$ cat src/rtl/cmp_pkg.sv
package cmp_pkg;

    // Three-line verdict passed between slices.
    typedef struct packed {
        logic gt;
        logic eq;
        logic lt;
    } verdict_t;

endpackage

$ cat src/rtl/cmp_bit_match.sv
// Per-bit equality lines (XNOR) and their AND.
module cmp_bit_match #(
    parameter int W = 4
) (
    input  logic [W-1:0] a_i,
    input  logic [W-1:0] b_i,
    output logic [W-1:0] match_o,
    output logic         all_o
);

    for (genvar g = 0; g < W; g++) begin : g_bit
        assign match_o[g] = ~(a_i[g] ^ b_i[g]);
    end

    assign all_o = &match_o;

endmodule

$ cat src/rtl/cmp_local_mag.sv
// Decides greater/less from the highest bit where the operands disagree.
module cmp_local_mag #(
    parameter int W = 4
) (
    input  logic [W-1:0] a_i,
    input  logic [W-1:0] match_i,
    output logic         gt_o,
    output logic         lt_o
);

    always_comb begin
        logic found;
        found = 1'b0;
        gt_o  = 1'b0;
        lt_o  = 1'b0;
        for (int i = W - 1; i >= 0; i--) begin
            if (!found && !match_i[i]) begin
                found = 1'b1;
                gt_o  = a_i[i];
                lt_o  = ~a_i[i];
            end
        end
    end

endmodule

$ cat src/rtl/cmp_slice.sv
// One slice: local decision, or pass-through of the lower verdict on a tie.
module cmp_slice
    import cmp_pkg::*;
#(
    parameter int W = 4
) (
    input  logic [W-1:0] a_i,
    input  logic [W-1:0] b_i,
    input  verdict_t     cas_i,
    output verdict_t     res_o
);

    logic [W-1:0] match;
    logic         tie;
    logic         loc_gt;
    logic         loc_lt;

    cmp_bit_match #(.W(W)) u_match (
        .a_i     (a_i),
        .b_i     (b_i),
        .match_o (match),
        .all_o   (tie)
    );

    cmp_local_mag #(.W(W)) u_mag (
        .a_i     (a_i),
        .match_i (match),
        .gt_o    (loc_gt),
        .lt_o    (loc_lt)
    );

    always_comb begin
        if (tie) begin
            res_o = cas_i;
        end else begin
            res_o.gt = loc_gt;
            res_o.eq = 1'b0;
            res_o.lt = loc_lt;
        end
    end

    always_comb begin
        if (a_i > b_i) begin
            assert_slice_gt_R1: assert (res_o.gt && !res_o.eq && !res_o.lt);
        end
        if (a_i < b_i) begin
            assert_slice_lt_R1: assert (res_o.lt && !res_o.eq && !res_o.gt);
        end
        if (a_i == b_i) begin
            assert_slice_copy_R4: assert (res_o == cas_i);
        end
        if ($countones(cas_i) == 1) begin
            assert_slice_onehot_R6: assert ($countones(res_o) == 1);
        end
    end

endmodule

$ cat src/rtl/cmp_chain.sv
// Chain of slices; slice 0 is least significant and takes the top cascade inputs.
module cmp_chain
    import cmp_pkg::*;
#(
    parameter int NIB_W  = 4,
    parameter int STAGES = 2
) (
    input  logic [NIB_W*STAGES-1:0] a_i,
    input  logic [NIB_W*STAGES-1:0] b_i,
    input  logic                    cas_gt_i,
    input  logic                    cas_eq_i,
    input  logic                    cas_lt_i,
    output logic                    gt_o,
    output logic                    eq_o,
    output logic                    lt_o
);

    localparam int W = NIB_W * STAGES;

    verdict_t link [STAGES+1];

    assign link[0] = '{gt: cas_gt_i, eq: cas_eq_i, lt: cas_lt_i};

    for (genvar s = 0; s < STAGES; s++) begin : g_slice
        cmp_slice #(.W(NIB_W)) u_slice (
            .a_i   (a_i[s*NIB_W +: NIB_W]),
            .b_i   (b_i[s*NIB_W +: NIB_W]),
            .cas_i (link[s]),
            .res_o (link[s+1])
        );
    end

    assign gt_o = link[STAGES].gt;
    assign eq_o = link[STAGES].eq;
    assign lt_o = link[STAGES].lt;

    always_comb begin
        if (cas_eq_i && !cas_gt_i && !cas_lt_i) begin
            assert_chain_plain_R5: assert (gt_o == (a_i > b_i) && lt_o == (a_i < b_i)
                                           && eq_o == (a_i == b_i));
        end
        if (a_i != b_i) begin
            assert_chain_ignore_R3: assert (!eq_o && (gt_o ^ lt_o));
        end
        if (a_i == b_i) begin
            assert_chain_copy_R4: assert (gt_o == cas_gt_i && eq_o == cas_eq_i
                                          && lt_o == cas_lt_i);
        end
    end

endmodule

$ cat config.mk
export PLATFORM = sky130hd
export DESIGN_NAME = cmp_chain
export DESIGN_NICKNAME = d
export VERILOG_FILES = /design/src/rtl/cmp_pkg.sv /design/src/rtl/cmp_bit_match.sv /design/src/rtl/cmp_local_mag.sv /design/src/rtl/cmp_slice.sv /design/src/rtl/cmp_chain.sv
export SDC_FILE = /design/constraint.sdc
export NUM_CORES = 1
export LEC_CHECK = 0
export BUFFER_PORTS_ARGS = -buffer_cell sky130_fd_sc_hd__buf_2
export CAP_MARGIN = 40
export CELL_PAD_IN_SITES_DETAIL_PLACEMENT = 0
export CELL_PAD_IN_SITES_GLOBAL_PLACEMENT = 2
export CORE_MARGIN = 2
export CORE_UTILIZATION = 22
export DETAILED_ROUTE_END_ITERATION = 12
export GPL_TIMING_DRIVEN = 0
export PLACE_DENSITY = 0.95
export SYNTH_ARGS = -nofsm -noshare
export SYNTH_HDL_FRONTEND = slang
export SYNTH_SLANG_ARGS = --single-unit
$ cat constraint.sdc
create_clock -name vclk -period 1.2
set_input_delay 0.06 -clock vclk [all_inputs]
set_output_delay 0.06 -clock vclk [all_outputs]
set_load 0.02 [all_outputs]
# Word level (Yosys, flattened, before mapping)
# Index checks and enable logic that the tools add are counted.
# classes
addsub	0
mul	0
n_div	0
n_lt_le_gt_ge	0
eq_ne	0
n_shift	0
mux	24
bitwise_logic	24
reduce_logical	12
# op_table
cell	count
1-bit 2-to-1 mux	22
1-bit NOT	16
4-bit AND reduction	2
1-bit bitwise XOR	8
1-bit logical AND	6
3-bit 2-to-1 mux	2
1-bit logical NOT	4
# totals
reg_bits	0
latchBits	0
ram_bits	0
mem_bits_ro	0
input_bits	19
output_inout_bits	3
wordCells	60
n_memories	0

# Longest topological paths before layout
# depth
ltp_word	12
ltp_mapped	7
depth_no_buf	7

# Modules after synthesis
# Synthesis repeated with hierarchy kept, for this count alone.
# hier_totals
cells_unflattened	34
area_unflattened_um2	277.8
# by_module_without_submodules
mod	n_inst	cells_per_inst	area_per_inst_um2	seq_area_each_um2
cmp_local_mag	2	9	65.1	0.0
cmp_bit_match	2	5	43.8	0.0
cmp_slice	2	3	30.0	0.0

# Worst setup path after synthesis
# Ideal clock, no wire load.
# synth_path
kind	input -> output
startpoint	in a_i[3]
endpoint	out gt_o
arrival_time_ns	1.127
required_time_ns	1.140
path_slack_ns	0.013
cell_stages	6
path_buffers	0
cell_sequence	inv_1 -> ha_1 -> nand4b_1 -> nand2b_1 -> a221o_1 -> o311ai_1
# synth_via
elab_chain_cells	12
word_cells_on_any_way	17
classes_between	mux (9); bitwise (2); reduce/logical (6)
# synth_lines
item	line	rtl
start, declared	cmp_chain.sv:8	input logic [NIB_W*STAGES-1:0] a_i,
1-bit bitwise XOR	cmp_bit_match.sv:12	assign match_o[g] = ~(a_i[g] ^ b_i[g]);
1-bit NOT	cmp_bit_match.sv:12	
1-bit logical AND	cmp_local_mag.sv:17	if (!found && !match_i[i]) begin
1-bit 2-to-1 mux	cmp_local_mag.sv:17	
1-bit logical NOT	cmp_local_mag.sv:17	
1-bit logical AND	cmp_local_mag.sv:17	
1-bit 2-to-1 mux	cmp_local_mag.sv:17	
1-bit logical NOT	cmp_local_mag.sv:17	
1-bit logical AND	cmp_local_mag.sv:17	
1-bit 2-to-1 mux	cmp_local_mag.sv:17	
3-bit 2-to-1 mux * (2 in a row)	cmp_slice.sv:33	if (tie) begin
end, declared	cmp_chain.sv:13	output logic gt_o,
# Mark *: on every way between the ends. The rest lies on a longest branch, timed or not.

# Worst setup path in the final report
# Same ends and word-level chain as after synthesis.

==> qor.txt <==
pwr/cell area = 379 mW/mm²
Die Height = 43.0 µm
Avg Inst Size Synth = 6.96 µm²
remaining global-route overflow = 0
Detail Route Antenna Nets = 0
Yosys cell types = 20
port bufs = 22
top routing layer in use = met3
cell leakage power = 0.290 nW
Reg power frac = 0%
f_max = 0.745 GHz
largest net degree at the start of global routing = 6
drt drc = 0
critical path class = in -> out
# IOs = 22
minimum clock period = 1340 ps
WL met1 = 327 µm
unrepaired setup endpoints after global routing = true
fin util = 39.0%
worst slew pin tran = 231 ps
Final Hold Fails = 0
Layout Nets = 99
# rows = 14
Tot GR Track Use = 8.83%
Final WS setup = -142 ps
seq_cells = 0
first-pass GRT wire length = 1.34 mm
crit end category = output port
Final setup viols = 2
DRT iter0 DRCs = 0
die area = 0.00185 mm²
WP data arrival = 1280 ps
worst hold endpoint = eq_o
switching part of the total = 46.3%
DRT Pass-1 Iters = 1
wire per inst = 8.81 µm
met2 wire len = 420 µm
Worst Setup Start Kind = primary input
Antenna diodes = 0
Initial Utilization = 22.7%
Seq/Total Area, Yosys = 0%
initial antenna violation count = 0
warnings from Yosys = 0
DP HPWL = 656 µm
Slew Viols, Final = 0
# hold bufs at CTS = 0
Placer Congestion = 0.651
net switching power = 0.101 mW
pre-CTS setup slack = -273 ps
worst hold path class = in -> out
hold path start = cas_eq_i
max cap viols = 0
Req. time, crit path = 1140 ps
Avg Vias per Cell = 4.51
worst vdd ir = 0.000215 V
met3 wire len = 45 µm
Routed Wire Length = 793 µm
failing checks = negative setup slack
vias in the first global route = 371
status = complete, but fails checks
CP max FO = 3
Power Internal = 0.117 mW
register area = 0 µm²
core area = 0.00147 mm²
hold path depth = 4
Comb pwr share = 100.0%
syn nets = 71
Area growth, synth to finish = 71.9%
mapped cell area = 334 µm²
fillers = 163
fin crit share = 112%
Syn Inst Count = 48
layout cells sized above 1 = 47.3%
max_slew headroom = 84.5%
# clk buffers = 0
via count = 406
Die W = 43.0 µm
Min Hold Slack = 464 ps
clock power share = 0%
-- cells in the mapped netlist --
cell type / number / share of area [%]
inv_1: 10 / 11
xnor2_1: 5 / 13
ha_1: 4 / 15
maj3_1: 4 / 12
nand3_1: 4 / 6.0
nand2b_1: 3 / 5.6
mux2i_1: 2 / 6.0
nand2_1: 2 / 2.2
nor2_1: 2 / 2.2
nor2b_1: 2 / 3.7
a211oi_1: 1 / 2.2
a21oi_1: 1 / 1.5
a221o_1: 1 / 3.0
and3_1: 1 / 1.9
maj3_2: 1 / 3.4
nand4b_1: 1 / 2.6
nor3_1: 1 / 1.5
o21ai_1: 1 / 1.5
o221ai_1: 1 / 2.6
o311ai_1: 1 / 2.6
-- cell families after synthesis --
family                     after synthesis  share of synthesized area [%]
AOI/OAI and AO/OA                        6                           13.5
and+or+nand+nor                         16                           25.8
adders and majority gates                9                           30.3
xor gates and xnor gates                 5                           13.1
buffers and inverters                   10                           11.2
muxes                                    2                           5.99
-- cell usage in the layout, fill, tap and decap left out, types with 3 or more instances in the layout --
cell type / instances
buf_2: 17
inv_1: 9
buf_4: 6
xnor2_1: 5
maj3_1: 4
nand3_1: 3
ha_1: 3
-- timing repair --
| action | 4_1_cts | 5_1_grt |
|---|---|---|
| hold endpoints to repair | 0 | 0 |
| gates resized for setup | 11 | 6 |
| setup buffers | 6 | 0 |
| setup endpoints to repair | 2 | 3 |
| pin swaps | 6 | 3 |
| gates cloned | 0 | 0 |
-- worst max-delay path by stage --
stage                      start   end  slack [ps]  cells after the start
after floorplan           a_i[3]  gt_o          10                      6
after global placement    a_i[3]  gt_o        -260                      8
after detailed placement  a_i[3]  gt_o        -270                      8
after CTS                 a_i[3]  gt_o        -180                      8
after global routing      a_i[3]  gt_o        -220                      8
final                     a_i[3]  gt_o        -140                      8
-- power by group through the flow --
stage          Sequential (mW)  Clock (mW)  Combinational (mW)
2_1_floorplan                0           0               0.101
3_3_place_gp                 0           0               0.164
3_5_place_dp                 0           0               0.167
4_1_cts                      0           0               0.210
5_1_grt                      0           0               0.244
6_report                     0           0               0.218
-- metrics by stage --
stage | total power, mW | instances | instance area [µm²] | setup TNS (ps)
finish | 0.218 | 90 | 574 | -242
global route | 0.244 | 90 | 574 | -424
CTS | 0.210 | 92 | 559 | -388
detailed placement | 0.167 | 86 | 464 | -437
global placement | 0.164 | 86 | 464 | -437
floorplan | 0.101 | 48 | 334 | 0
-- layout make-up --
| class | instances | area (µm²) | area share [%] |
|---|---|---|---|
| inverters | 10 | 40.0 | 6.97 |
| repair buffers | 26 | 168 | 29.2 |
| well taps | 16 | 20.0 | 3.49 |
| multi-input cells | 38 | 347 | 60.3 |
-- routing by layer --
layer	vias to the layer above	global-route usage [%]
met3	0	0.426
li1	221	-
met5	-	0
met4	0	0
met2	11	17.9
met1	174	10.6
-- worst max-delay path: stages --
cell	delay (ps)
buf_8	80
inv_4	30
ha_4	250
nand4b_1	140
nand2b_4	170
a221o_1	300
o311ai_2	70
buf_4	180
No activity file was read; power rests on OpenSTA's default activity.
